===== config.mk =====
export PLATFORM = sky130hd
export DESIGN_NAME = burst_spi_master
export DESIGN_NICKNAME = d
export VERILOG_FILES = /design/src/rtl/bsm_pkg.sv /design/src/rtl/bsm_fifo.sv /design/src/rtl/bsm_shifter.sv /design/src/rtl/burst_spi_master.sv
export SDC_FILE = /design/constraint.sdc
export NUM_CORES = 1
export LEC_CHECK = 0
export BUFFER_PORTS_ARGS = -buffer_cell sky130_fd_sc_hd__clkbuf_2
export CORE_MARGIN = 10
export CORE_UTILIZATION = 45
export DETAILED_ROUTE_END_ITERATION = 6
export PLACE_DENSITY_LB_ADDON = 0.05
export SLEW_MARGIN = 0
export SYNTH_ARGS = -nofsm -noshare
export SYNTH_HDL_FRONTEND = slang
export SYNTH_SLANG_ARGS = --single-unit

===== constraint.sdc =====
create_clock -name clk -period 9.65 [get_ports clk]
set_input_delay 1.4475 -clock clk [delete_from_list [all_inputs] [get_ports clk]]
set_output_delay 1.4475 -clock clk [all_outputs]
set_load 0.01 [all_outputs]

===== src/rtl/bsm_pkg.sv =====
package bsm_pkg;
  localparam int unsigned REG_AW = 12;

  localparam logic [REG_AW-1:0] OFS_VERSION  = 12'h000;
  localparam logic [REG_AW-1:0] OFS_GLOBAL   = 12'h004;
  localparam logic [REG_AW-1:0] OFS_XFER     = 12'h008;
  localparam logic [REG_AW-1:0] OFS_ISTAT    = 12'h014;
  localparam logic [REG_AW-1:0] OFS_FIFOCTL  = 12'h018;
  localparam logic [REG_AW-1:0] OFS_FIFOSTAT = 12'h01C;
  localparam logic [REG_AW-1:0] OFS_BURST    = 12'h030;
  localparam logic [REG_AW-1:0] OFS_TXCNT    = 12'h034;
  localparam logic [REG_AW-1:0] OFS_TXDATA   = 12'h200;
  localparam logic [REG_AW-1:0] OFS_RXDATA   = 12'h300;

  typedef enum logic [1:0] {ENG_IDLE, ENG_LOAD, ENG_SHIFT, ENG_DONE} eng_state_t;

  // Byte placed on the wire: queue head while quota remains and data exists, else zero fill.
  function automatic logic [7:0] pick_tx_byte(input logic quota_left, input logic q_empty,
                                              input logic [7:0] head);
    return (quota_left && !q_empty) ? head : 8'h00;
  endfunction

  // Queue level word: receive level low byte, transmit level in bits 23:16.
  function automatic logic [31:0] pack_levels(input logic [7:0] rx_lvl, input logic [7:0] tx_lvl);
    return {8'h00, tx_lvl, 8'h00, rx_lvl};
  endfunction
endpackage


===== src/rtl/bsm_fifo.sv =====
module bsm_fifo #(
  parameter int unsigned WIDTH = 8,
  parameter int unsigned DEPTH = 64
) (
  input  logic                         clk,
  input  logic                         rst_n,
  input  logic                         clr_i,
  input  logic                         push_i,
  input  logic [WIDTH-1:0]             din_i,
  input  logic                         pop_i,
  output logic [WIDTH-1:0]             dout_o,
  output logic                         empty_o,
  output logic                         full_o,
  output logic [$clog2(DEPTH+1)-1:0]   count_o
);
  localparam int unsigned PW = $clog2(DEPTH);
  localparam int unsigned CW = $clog2(DEPTH+1);

  logic [WIDTH-1:0] mem_q [DEPTH];
  logic [PW-1:0]    wp_q, rp_q;
  logic [CW-1:0]    cnt_q;
  logic             do_push, do_pop;

  function automatic logic [PW-1:0] ptr_next(input logic [PW-1:0] p);
    return (p == PW'(DEPTH-1)) ? '0 : p + 1'b1;
  endfunction

  assign empty_o = (cnt_q == '0);
  assign full_o  = (cnt_q == CW'(DEPTH));
  assign count_o = cnt_q;
  assign dout_o  = mem_q[rp_q];
  assign do_push = push_i && !full_o && !clr_i;
  assign do_pop  = pop_i && !empty_o && !clr_i;

  always_ff @(posedge clk or negedge rst_n) begin
    if (!rst_n) begin
      wp_q  <= '0;
      rp_q  <= '0;
      cnt_q <= '0;
    end else if (clr_i) begin
      wp_q  <= '0;
      rp_q  <= '0;
      cnt_q <= '0;
    end else begin
      if (do_push) wp_q <= ptr_next(wp_q);
      if (do_pop)  rp_q <= ptr_next(rp_q);
      case ({do_push, do_pop})
        2'b10:   cnt_q <= cnt_q + 1'b1;
        2'b01:   cnt_q <= cnt_q - 1'b1;
        default: cnt_q <= cnt_q;
      endcase
    end
  end

  always_ff @(posedge clk) begin
    if (do_push) mem_q[wp_q] <= din_i;
  end

  AST_FIFO_FULL_HOLD: assert property (@(posedge clk) disable iff (!rst_n)
    (full_o && push_i && !pop_i && !clr_i) |=> $stable(count_o)) else $error("full push changed level");
  AST_FIFO_CLR_EMPTY: assert property (@(posedge clk) disable iff (!rst_n)
    clr_i |=> empty_o) else $error("clear left data");
endmodule


===== src/rtl/bsm_shifter.sv =====
module bsm_shifter #(
  parameter int unsigned BITS = 8
) (
  input  logic            clk,
  input  logic            rst_n,
  input  logic            tick_i,
  input  logic            cpol_i,
  input  logic            cpha_i,
  input  logic            start_i,
  input  logic [BITS-1:0] byte_i,
  input  logic            miso_i,
  output logic            sclk_o,
  output logic            mosi_o,
  output logic            busy_o,
  output logic            done_o,
  output logic [BITS-1:0] byte_o
);
  localparam int unsigned EDGES = 2 * BITS;
  localparam int unsigned EW    = $clog2(EDGES);

  logic [BITS-1:0] txs_q, rxs_q;
  logic [EW-1:0]   edge_q;
  logic            ph_q, busy_q, done_q, mosi_q;
  logic            lead, out_edge, samp_edge, last_edge;

  assign lead      = !edge_q[0];
  assign last_edge = (edge_q == EW'(EDGES-1));
  assign out_edge  = cpha_i ? lead : (!lead && !last_edge);
  assign samp_edge = cpha_i ? !lead : lead;

  always_ff @(posedge clk or negedge rst_n) begin
    if (!rst_n) begin
      txs_q  <= '0;
      rxs_q  <= '0;
      edge_q <= '0;
      ph_q   <= 1'b0;
      busy_q <= 1'b0;
      done_q <= 1'b0;
      mosi_q <= 1'b0;
    end else begin
      done_q <= busy_q && tick_i && last_edge;
      if (start_i && !busy_q) begin
        busy_q <= 1'b1;
        edge_q <= '0;
        ph_q   <= 1'b0;
        if (!cpha_i) begin
          mosi_q <= byte_i[BITS-1];
          txs_q  <= {byte_i[BITS-2:0], 1'b0};
        end else begin
          txs_q  <= byte_i;
        end
      end else if (busy_q && tick_i) begin
        ph_q   <= !ph_q;
        edge_q <= edge_q + 1'b1;
        if (out_edge) begin
          mosi_q <= txs_q[BITS-1];
          txs_q  <= {txs_q[BITS-2:0], 1'b0};
        end
        if (samp_edge) rxs_q <= {rxs_q[BITS-2:0], miso_i};
        if (last_edge) busy_q <= 1'b0;
      end
    end
  end

  assign sclk_o = cpol_i ^ ph_q;
  assign mosi_o = mosi_q;
  assign busy_o = busy_q;
  assign done_o = done_q;
  assign byte_o = rxs_q;

  AST_SCLK_HOME: assert property (@(posedge clk) disable iff (!rst_n)
    done_o |-> (sclk_o == cpol_i)) else $error("clock not at rest after byte");
  AST_START_IDLE: assert property (@(posedge clk) disable iff (!rst_n)
    start_i |-> !busy_o) else $error("byte started while shifting");
endmodule


===== src/rtl/burst_spi_master.sv =====
module burst_spi_master import bsm_pkg::*; #(
  parameter int unsigned DEPTH     = 64,
  parameter logic [15:0] VER_MAJOR = 16'd1,
  parameter logic [15:0] VER_MINOR = 16'd0
) (
  input  logic              clk,
  input  logic              rst_n,
  input  logic [REG_AW-1:0] bus_addr,
  input  logic              bus_we,
  input  logic              bus_re,
  input  logic [31:0]       bus_wdata,
  output logic [31:0]       bus_rdata,
  input  logic              sclk_en,
  output logic              spi_sclk,
  output logic              spi_mosi,
  input  logic              spi_miso,
  output logic              spi_cs_n
);
  localparam int unsigned CW = $clog2(DEPTH+1);

  logic en_q, master_q, cpha_q, cpol_q, cs_own_q, cs_lvl_q, xchg_q, tc_q;
  logic [CW-1:0] burst_len_q, tx_len_q, burst_left_q, tx_left_q;
  eng_state_t    state_q;

  logic wr_global, wr_xfer, wr_istat, wr_fifoctl, wr_burst, wr_txcnt, wr_txdata;
  logic xchg_start, tx_quota, burst_end;
  logic tx_push, tx_pop, tx_clr, tx_empty, tx_full;
  logic rx_push, rx_pop, rx_clr, rx_empty, rx_full;
  logic [7:0] tx_head, rx_head, shift_byte, shift_rx;
  logic [CW-1:0] tx_lvl, rx_lvl;
  logic shift_start, shift_busy, shift_done;
  logic unused_bits;

  assign unused_bits = ^{bus_wdata, tx_full, rx_full};

  // Register decode
  assign wr_global  = bus_we && (bus_addr == OFS_GLOBAL);
  assign wr_xfer    = bus_we && (bus_addr == OFS_XFER);
  assign wr_istat   = bus_we && (bus_addr == OFS_ISTAT);
  assign wr_fifoctl = bus_we && (bus_addr == OFS_FIFOCTL);
  assign wr_burst   = bus_we && (bus_addr == OFS_BURST);
  assign wr_txcnt   = bus_we && (bus_addr == OFS_TXCNT);
  assign wr_txdata  = bus_we && (bus_addr == OFS_TXDATA);

  // Named internal events
  assign xchg_start  = wr_xfer && bus_wdata[31] && en_q && master_q && !xchg_q
                       && (state_q == ENG_IDLE);
  assign tx_quota    = (tx_left_q != '0);
  assign shift_start = (state_q == ENG_LOAD);
  assign shift_byte  = pick_tx_byte(tx_quota, tx_empty, tx_head);
  assign tx_pop      = shift_start && tx_quota && !tx_empty;
  assign tx_push     = wr_txdata;
  assign tx_clr      = wr_fifoctl && bus_wdata[31];
  assign rx_clr      = wr_fifoctl && bus_wdata[15];
  assign rx_push     = shift_done;
  assign rx_pop      = bus_re && (bus_addr == OFS_RXDATA);
  assign burst_end   = (state_q == ENG_DONE);

  always_ff @(posedge clk or negedge rst_n) begin
    if (!rst_n) begin
      en_q         <= 1'b0;
      master_q     <= 1'b0;
      cpha_q       <= 1'b0;
      cpol_q       <= 1'b0;
      cs_own_q     <= 1'b0;
      cs_lvl_q     <= 1'b1;
      xchg_q       <= 1'b0;
      tc_q         <= 1'b0;
      burst_len_q  <= '0;
      tx_len_q     <= '0;
      burst_left_q <= '0;
      tx_left_q    <= '0;
      state_q      <= ENG_IDLE;
    end else begin
      if (wr_global) begin
        en_q     <= bus_wdata[0];
        master_q <= bus_wdata[1];
      end
      if (wr_xfer) begin
        cpha_q   <= bus_wdata[0];
        cpol_q   <= bus_wdata[1];
        cs_own_q <= bus_wdata[6];
        cs_lvl_q <= bus_wdata[7];
      end
      if (wr_burst) burst_len_q <= bus_wdata[CW-1:0];
      if (wr_txcnt) tx_len_q    <= bus_wdata[CW-1:0];

      if (burst_end)                    tc_q <= 1'b1;
      else if (wr_istat && bus_wdata[12]) tc_q <= 1'b0;

      case (state_q)
        ENG_IDLE: if (xchg_start) begin
          xchg_q       <= 1'b1;
          burst_left_q <= burst_len_q;
          tx_left_q    <= tx_len_q;
          state_q      <= (burst_len_q == '0) ? ENG_DONE : ENG_LOAD;
        end
        ENG_LOAD: begin
          if (tx_quota) tx_left_q <= tx_left_q - 1'b1;
          state_q <= ENG_SHIFT;
        end
        ENG_SHIFT: if (shift_done) begin
          burst_left_q <= burst_left_q - 1'b1;
          state_q      <= (burst_left_q == CW'(1)) ? ENG_DONE : ENG_LOAD;
        end
        default: begin
          xchg_q  <= 1'b0;
          state_q <= ENG_IDLE;
        end
      endcase
    end
  end

  bsm_fifo #(.WIDTH(8), .DEPTH(DEPTH)) u_txq (
    .clk(clk), .rst_n(rst_n), .clr_i(tx_clr), .push_i(tx_push), .din_i(bus_wdata[7:0]),
    .pop_i(tx_pop), .dout_o(tx_head), .empty_o(tx_empty), .full_o(tx_full), .count_o(tx_lvl));

  bsm_fifo #(.WIDTH(8), .DEPTH(DEPTH)) u_rxq (
    .clk(clk), .rst_n(rst_n), .clr_i(rx_clr), .push_i(rx_push), .din_i(shift_rx),
    .pop_i(rx_pop), .dout_o(rx_head), .empty_o(rx_empty), .full_o(rx_full), .count_o(rx_lvl));

  bsm_shifter #(.BITS(8)) u_shift (
    .clk(clk), .rst_n(rst_n), .tick_i(sclk_en), .cpol_i(cpol_q), .cpha_i(cpha_q),
    .start_i(shift_start), .byte_i(shift_byte), .miso_i(spi_miso), .sclk_o(spi_sclk),
    .mosi_o(spi_mosi), .busy_o(shift_busy), .done_o(shift_done), .byte_o(shift_rx));

  assign spi_cs_n = cs_own_q ? cs_lvl_q : !xchg_q;

  always_comb begin
    case (bus_addr)
      OFS_VERSION:  bus_rdata = {VER_MAJOR, VER_MINOR};
      OFS_GLOBAL:   bus_rdata = {30'b0, master_q, en_q};
      OFS_XFER:     bus_rdata = {xchg_q, 23'b0, cs_lvl_q, cs_own_q, 4'b0, cpol_q, cpha_q};
      OFS_ISTAT:    bus_rdata = {19'b0, tc_q, 10'b0, rx_empty, 1'b0};
      OFS_FIFOSTAT: bus_rdata = pack_levels(8'(rx_lvl), 8'(tx_lvl));
      OFS_BURST:    bus_rdata = 32'(burst_len_q);
      OFS_TXCNT:    bus_rdata = 32'(tx_len_q);
      OFS_RXDATA:   bus_rdata = {24'b0, rx_head};
      default:      bus_rdata = 32'b0;
    endcase
  end

  AST_XCHG_GATED: assert property (@(posedge clk) disable iff (!rst_n)
    $rose(xchg_q) |-> (en_q && master_q)) else $error("burst began while disabled");
  AST_TC_AT_END: assert property (@(posedge clk) disable iff (!rst_n)
    $fell(xchg_q) |-> tc_q) else $error("burst ended without completion flag");
  AST_CS_HW: assert property (@(posedge clk) disable iff (!rst_n)
    (shift_busy && !cs_own_q) |-> !spi_cs_n) else $error("chip-select high while shifting");
  AST_BURST_BOUND: assert property (@(posedge clk) disable iff (!rst_n)
    shift_done |-> ((state_q == ENG_SHIFT) && (burst_left_q != '0))) else $error("byte beyond burst");
endmodule


-- Word level (Yosys, flattened, before mapping)
Memories as Yosys holds them, arrays and structs flattened.
Cells that the tools add are included.
- register bits: 100
- bits in latches: 0
- bits in writable memories: 1024
- memory bits (read-only): 0
- output and inout port bits: 35
- logic and storage cells: 194
- memories kept: 2
- memories (name ; depth ; width ; read ports ; clocked after Yosys merged registers in ; wr ports ; line ; source):
    u_rxq.mem_q ; 64 ; 8 ; 1 ; 0 ; 1 ; bsm_fifo.sv:19 ; logic [WIDTH-1:0] mem_q [DEPTH];
    u_txq.mem_q ; 64 ; 8 ; 1 ; 0 ; 1 ; bsm_fifo.sv:19 ;
- add/subtract/negate cells: 11
- $mul: 0
- divide/modulo/power cells: 0
- magnitude comparators: 0
- equal/unequal tests: 28
- shifts and indexed selects: 0
- multiplexer cells: 55
- bitwise operators: 3
- reduce and logical (&&, ||, !) cells: 69
- operators by type and width (kind ; count):
    32-bit case mux with 8 select lines ; 1
    6-bit two-way mux ; 12
    7-bit case mux with 2 select lines ; 4
    7-bit two-way mux ; 6
    8-bit two-way mux ; 5
    12-bit by 5-bit == test with 1-bit output (second input constant) ; 3
    1-bit logical AND ; 31
    7-bit by 1-bit subtractor with 7-bit output (second input constant) ; 4
    6-bit by 1-bit adder with 6-bit output (second input constant) ; 4
    12-bit by 10-bit == test with 1-bit output (second input constant) ; 2
    12-bit by 6-bit == test with 1-bit output (second input constant) ; 2
    6-bit == test (second input constant) ; 4
    7-bit zero test ; 3
    2-bit nonzero test ; 10
    1-bit two-way mux ; 19
    7-bit by 1-bit adder with 7-bit output (second input constant) ; 2
    7-bit == test (second input constant) ; 2
    12-bit by 3-bit == test with 1-bit output (second input constant) ; 1
    12-bit by 4-bit == test with 1-bit output (second input constant) ; 1
    12-bit zero test ; 1
    3-bit AND reduction ; 4
    1-bit zero test ; 11
    2-bit == test (second input constant) ; 4
    2-bit two-way mux ; 4
    16 further kinds ; 26

-- Depth between registers and ports, before layout
- depth in word-level cells: 9
- depth in mapped cells: 14
- mapped depth without buffers: 13

-- Hierarchy
A second synthesis with hierarchy kept.
- cell total of the unflattened synthesis: 2522
- area total of the unflattened synthesis: 45974.1 um^2
- modules (own cells, without submodules) (module ; instances ; cells each ; area each (um^2) ; seq. area each (um^2)):
    bsm_fifo (u_txq) ; 1 ; 1123 ; 21131.5 ; 15850.2
    bsm_fifo (u_rxq) ; 1 ; 1026 ; 20912.6 ; 15850.2
    burst_spi_master ; 1 ; 277 ; 2615.0 ; 952.2
    bsm_shifter ; 1 ; 96 ; 1315.0 ; 600.6

-- Worst setup path after synthesis
OpenSTA, ideal clock, no wires.
- path kind: in2out
- start: in bus_addr[9]
- end: out bus_rdata[2]
- arrival time: 3.169 ns
- data required time: 8.203 ns
- path slack: 5.033 ns
- stages on the path: 6
- buffers on the path: 2
- cell sequence: or4_1 -> clkbuf_1 -> nor4_1 -> buf_2 -> a22oi_1 -> nand4_1
- cells in the longest elaborated chain, start to end: 2
- elaborated cells between the ends (all ways): 9
- classes of those cells: 7 x eq/ne; 1 x mux; 1 x reduce/logical
- ends and longest elaborated chain (element ; line ; source):
    start: declaration ; burst_spi_master.sv:8 ; input logic [REG_AW-1:0] bus_addr,
    12-bit by 10-bit == test with 1-bit output, or another cell as far along ; burst_spi_master.sv:130 ; case (bus_addr)
    32-bit case mux with 8 select lines (*) ; burst_spi_master.sv:130 ;
    end: declaration ; burst_spi_master.sv:12 ; output logic [31:0] bus_rdata,
Mark *: on every way between the ends. The rest lies on a longest branch, timed or not.

-- Worst setup path in the final report
- start: reg u_rxq.rp_q[1]
- end: out bus_rdata[7]
- cells in the longest elaborated chain, start to end: 2
- ends and longest elaborated chain (element ; line ; source):
    start: declaration ; bsm_fifo.sv:20 ; logic [PW-1:0] wp_q, rp_q;
    start signal: assignment ; bsm_fifo.sv:46 ; if (do_pop) rp_q <= ptr_next(rp_q);
    memory read 64 x 8 bit ; n/a ;
    32-bit case mux with 8 select lines ; burst_spi_master.sv:130 ;
No other way between the ends.

==> results by group <==
Outcome
  – Status: finished, final reports clean

Setup path
  – Setup crit end kind: output port
  – Max incr delay on CP: 0.96 ns
  – Slowest stage cell, crit path: dfrtp_4
  – CP Depth: 7
  – WP buf/inv: 2
  – Worst R2R Path Depth: 8
  – CP dominant cell by count: mux4_2
  – WP data required: 8.20 ns
  – CP startpoint kind: flop
  – Crit-path cells: buf_4 > mux4_2 > mux4_2 > mux2_2 > a22oi_1 > nand2_1 > clkbuf_2
  – Data arrival time of the worst path: 4.66 ns
  – Top delay family on crit path: multiplexers
  – Crit path max fanout: 53
  – WS Path Type: reg2out

CTS
  – CTS max path bufs: 3
  – Cts repair resizes: 0
  – CTS Root Cell: clkbuf_16
  – H-tree Lvls: 3
  – CTS Sinks: 1124
  – Post-CTS Setup Inserts: 0
  – Worst-Skew Late Latency: 0.71 ns
  – Clk slew on worst S/H paths: 0.06 ns
  – Hold Buf Count CTS: 0
  – CTS tree: built
  – CTS buffer count: 117

Place
  – IO buf count: 48
  – Cells after DPL: 3811
  – GP Congestion: 0.818
  – Detailed placement HPWL: 70100 microns

GRT
  – Global routing's busiest layer: met2
  – Met2 GRT Util: 33.1%
  – Vias in the first global route: 24231
  – GR Overflow Total: 0
  – First-pass GRT wire length: 167000 microns
  – GR Util All Layers: 19.5%
  – M3 GR Usage: 3.00%
  – Largest net degree at the start of global routing: 82
  – Initial antenna violation count: 2
  – M1 GR Usage: 25.5%

Yosys
  – Number of synthesized flops with an enable pin: 1024
  – Sequential-to-total area share from yosys stat: 72.5%
  – Mapped Area: 45900 sq um
  – Largest cells by area after synthesis: edfxtp_1, mux4_2, dfrtp_1
  – Post-synth ARST share: 8.90%
  – Yosys top cell area share: 67.0%
  – Main synth FF type: edfxtp_1
  – Avg Inst Size Synth: 18.7 sq um
  – Synth warnings: 0
  – Library cells used by synthesis: 89
  – Largest area contributor in the netlist: edfxtp_1
  – Yosys reg bits: 1124
  – Synthesized netlist cell count: 2460

Drt
  – Starting DRT DRC Count: 1819
  – Vias post-DR: 23436
  – Remaining DRCs: 0
  – Antenna-violating nets left: 0
  – 1st-pass router iterations: 5
  – Wirelength per Cell: 28.1 microns
  – Vias per std cell: 5.82
  – Routed WL: 113000 microns

Final layout
  – Most frequent cells in the layout: edfxtp_1, mux4_2, nor2_1
  – # nets final: 2633
  – Most common cell after layout, fill and taps aside: edfxtp_1
  – Antenna cell count: 0
  – Non-Filler Instances: 4024
  – Ratio of cells with drive above 1 in the final layout: 23.3%
  – P&R area growth vs syn: 11.8%

Die
  – Die extent in x: 339 microns
  – Site Rows: 117
  – Height of the die: 339 microns
  – IO Count: 85
  – Core region area: 101000 sq um
  – Starting Density: 45.2%
  – Total die area: 115000 sq um

Power
  – Power density cells: 212 nW/um^2
  – Maximum VDD drop: 0.000167 V
  – Leak: 17.0 nW

Timing
  – FMAX: 164 MHz
  – Fin crit share: 63.3%
  – Fin crit period: 6.10 ns
  – Final Hold Viols: 0
  – Max-slew violations: 0
  – Setup tns final: 0 ns
  – Slew HR: 15.5%
  – RSZ-0062 raised after global routing: false
  – Worst-margin pin slew: 1.26 ns
  – Final setup skew: 0.0249 ns
  – Final setup vio count: 0

Flow run
  – Max_cap viols: 0

Hold path
  – Hold WC Path Type: reg2reg
  – Hold depth: 1
-- worst register-to-register path, cell delays in order (launching register included) --
cell       delay, ns
dfrtp_4         0.99
buf_12          0.49
nor2b_1         0.97
a22o_1          0.32
a2111oi_0       0.09
buf_4           0.21
a2111oi_0       0.80
nor4_1          0.21
a221o_1         0.39
-- power breakdown --
group          switching, W  internal (W)  total, W
clock network       0.00184       0.00247   0.00431
registers          0.000212       0.00571   0.00592
logic              0.000487      0.000141  0.000628
total               0.00254       0.00832    0.0109
-- cell type report --
| type | count | area (sq um) |
|---|---|---|
| well taps | 1368 | 1710 |
| flip-flops and latches | 1124 | 33300 |
| repair buffers | 119 | 798 |
| clock inverters | 68 | 579 |
| clock buffers | 144 | 3080 |
| multi-input cells | 1176 | 11800 |
| fillers | 8316 | 50100 |
| inverters | 25 | 93.8 |
-- sequential cells by signal, summed over array words and instances (netlist names), 7 cells and up --
| name | cells |
|---|---|
| burst_left_q | 7 |
| burst_len_q | 7 |
| tx_left_q | 7 |
| tx_len_q | 7 |
| u_rxq.count_o | 7 |
| u_rxq.mem_q | 512 |
| u_shift.byte_o | 8 |
| u_shift.txs_q | 8 |
| u_txq.count_o | 7 |
| u_txq.mem_q | 512 |
-- cell usage after synthesis, drive strengths merged, types with 6 or more instances --
cell type	n
clkbuf	58
nor4	11
and3	13
a21oi	35
mux2	46
nand2b	10
a22oi	36
nand2	81
a211oi	6
a221o	9
o22ai	25
nor3	51
mux2i	83
nand3	45
a31oi	13
ha	19
or3	11
nor4b	6
a22o	8
buf	91
inv	23
xor2	9
a21o	6
dfrtp	99
mux4	250
edfxtp	1024
nand3b	14
xnor2	11
nand4	17
nor2	171
or3b	6
nor2b	20
o21ai	45
and2	14
a221oi	11
-- stage by stage --
| step | hold slack [ns] | power [W] | util, % | setup slack (ns) | instance area [sq um] |
|---|---|---|---|---|---|
| finish | 0.467 | 0.0109 | 50.6 | 3.55 | 51300 |
| floorplan | 0.441 | 0.00625 | - | 5.03 | 45900 |
| CTS | 0.472 | 0.0110 | 50.6 | 3.55 | 51300 |
| global route | 0.507 | 0.0112 | 50.6 | 3.53 | 51300 |
| detailed placement | 0.458 | 0.00667 | 47.0 | 3.89 | 47700 |
| global placement | 0.456 | 0.00661 | 47.0 | 4.04 | 47700 |
-- logic make-up (layout without fill, tap and decap cells) --
logic type	Yosys count	count (layout)	synth area share [%]
xor+xnor	20	20	0.398
buf+inv	174	356	2.03
mux	379	379	15.2
other cells	1	15	0.00817
simple gates	492	492	5.44
compound gates	250	250	3.88
fa+ha+maj	20	20	0.562
flops	1124	1124	72.5
-- per-layer routing --
layer | wire length [microns] | vias up | part of all wire (%)
met5 | 13 | - | 0.011
met4 | 3670 | 2 | 3.2
met3 | 4980 | 212 | 4.4
met2 | 57500 | 621 | 51
met1 | 47100 | 12399 | 42
li1 | - | 10202 | -
-- worst paths after layout --
check	start	endpoint	slack, ns
min	tc_q	tc_q	0.47
min in group asynchronous	rst_n	u_txq.count_o[1]	0.66
max	u_rxq.rp_q[1]	bus_rdata[7]	3.55
max in group asynchronous	rst_n	u_rxq.rp_q[0]	7.56
min reg2reg	tc_q	tc_q	0.47
max reg2reg	u_txq.rp_q[0]	u_shift.txs_q[4]	5.05
No activity file was read; power rests on OpenSTA's default activity.
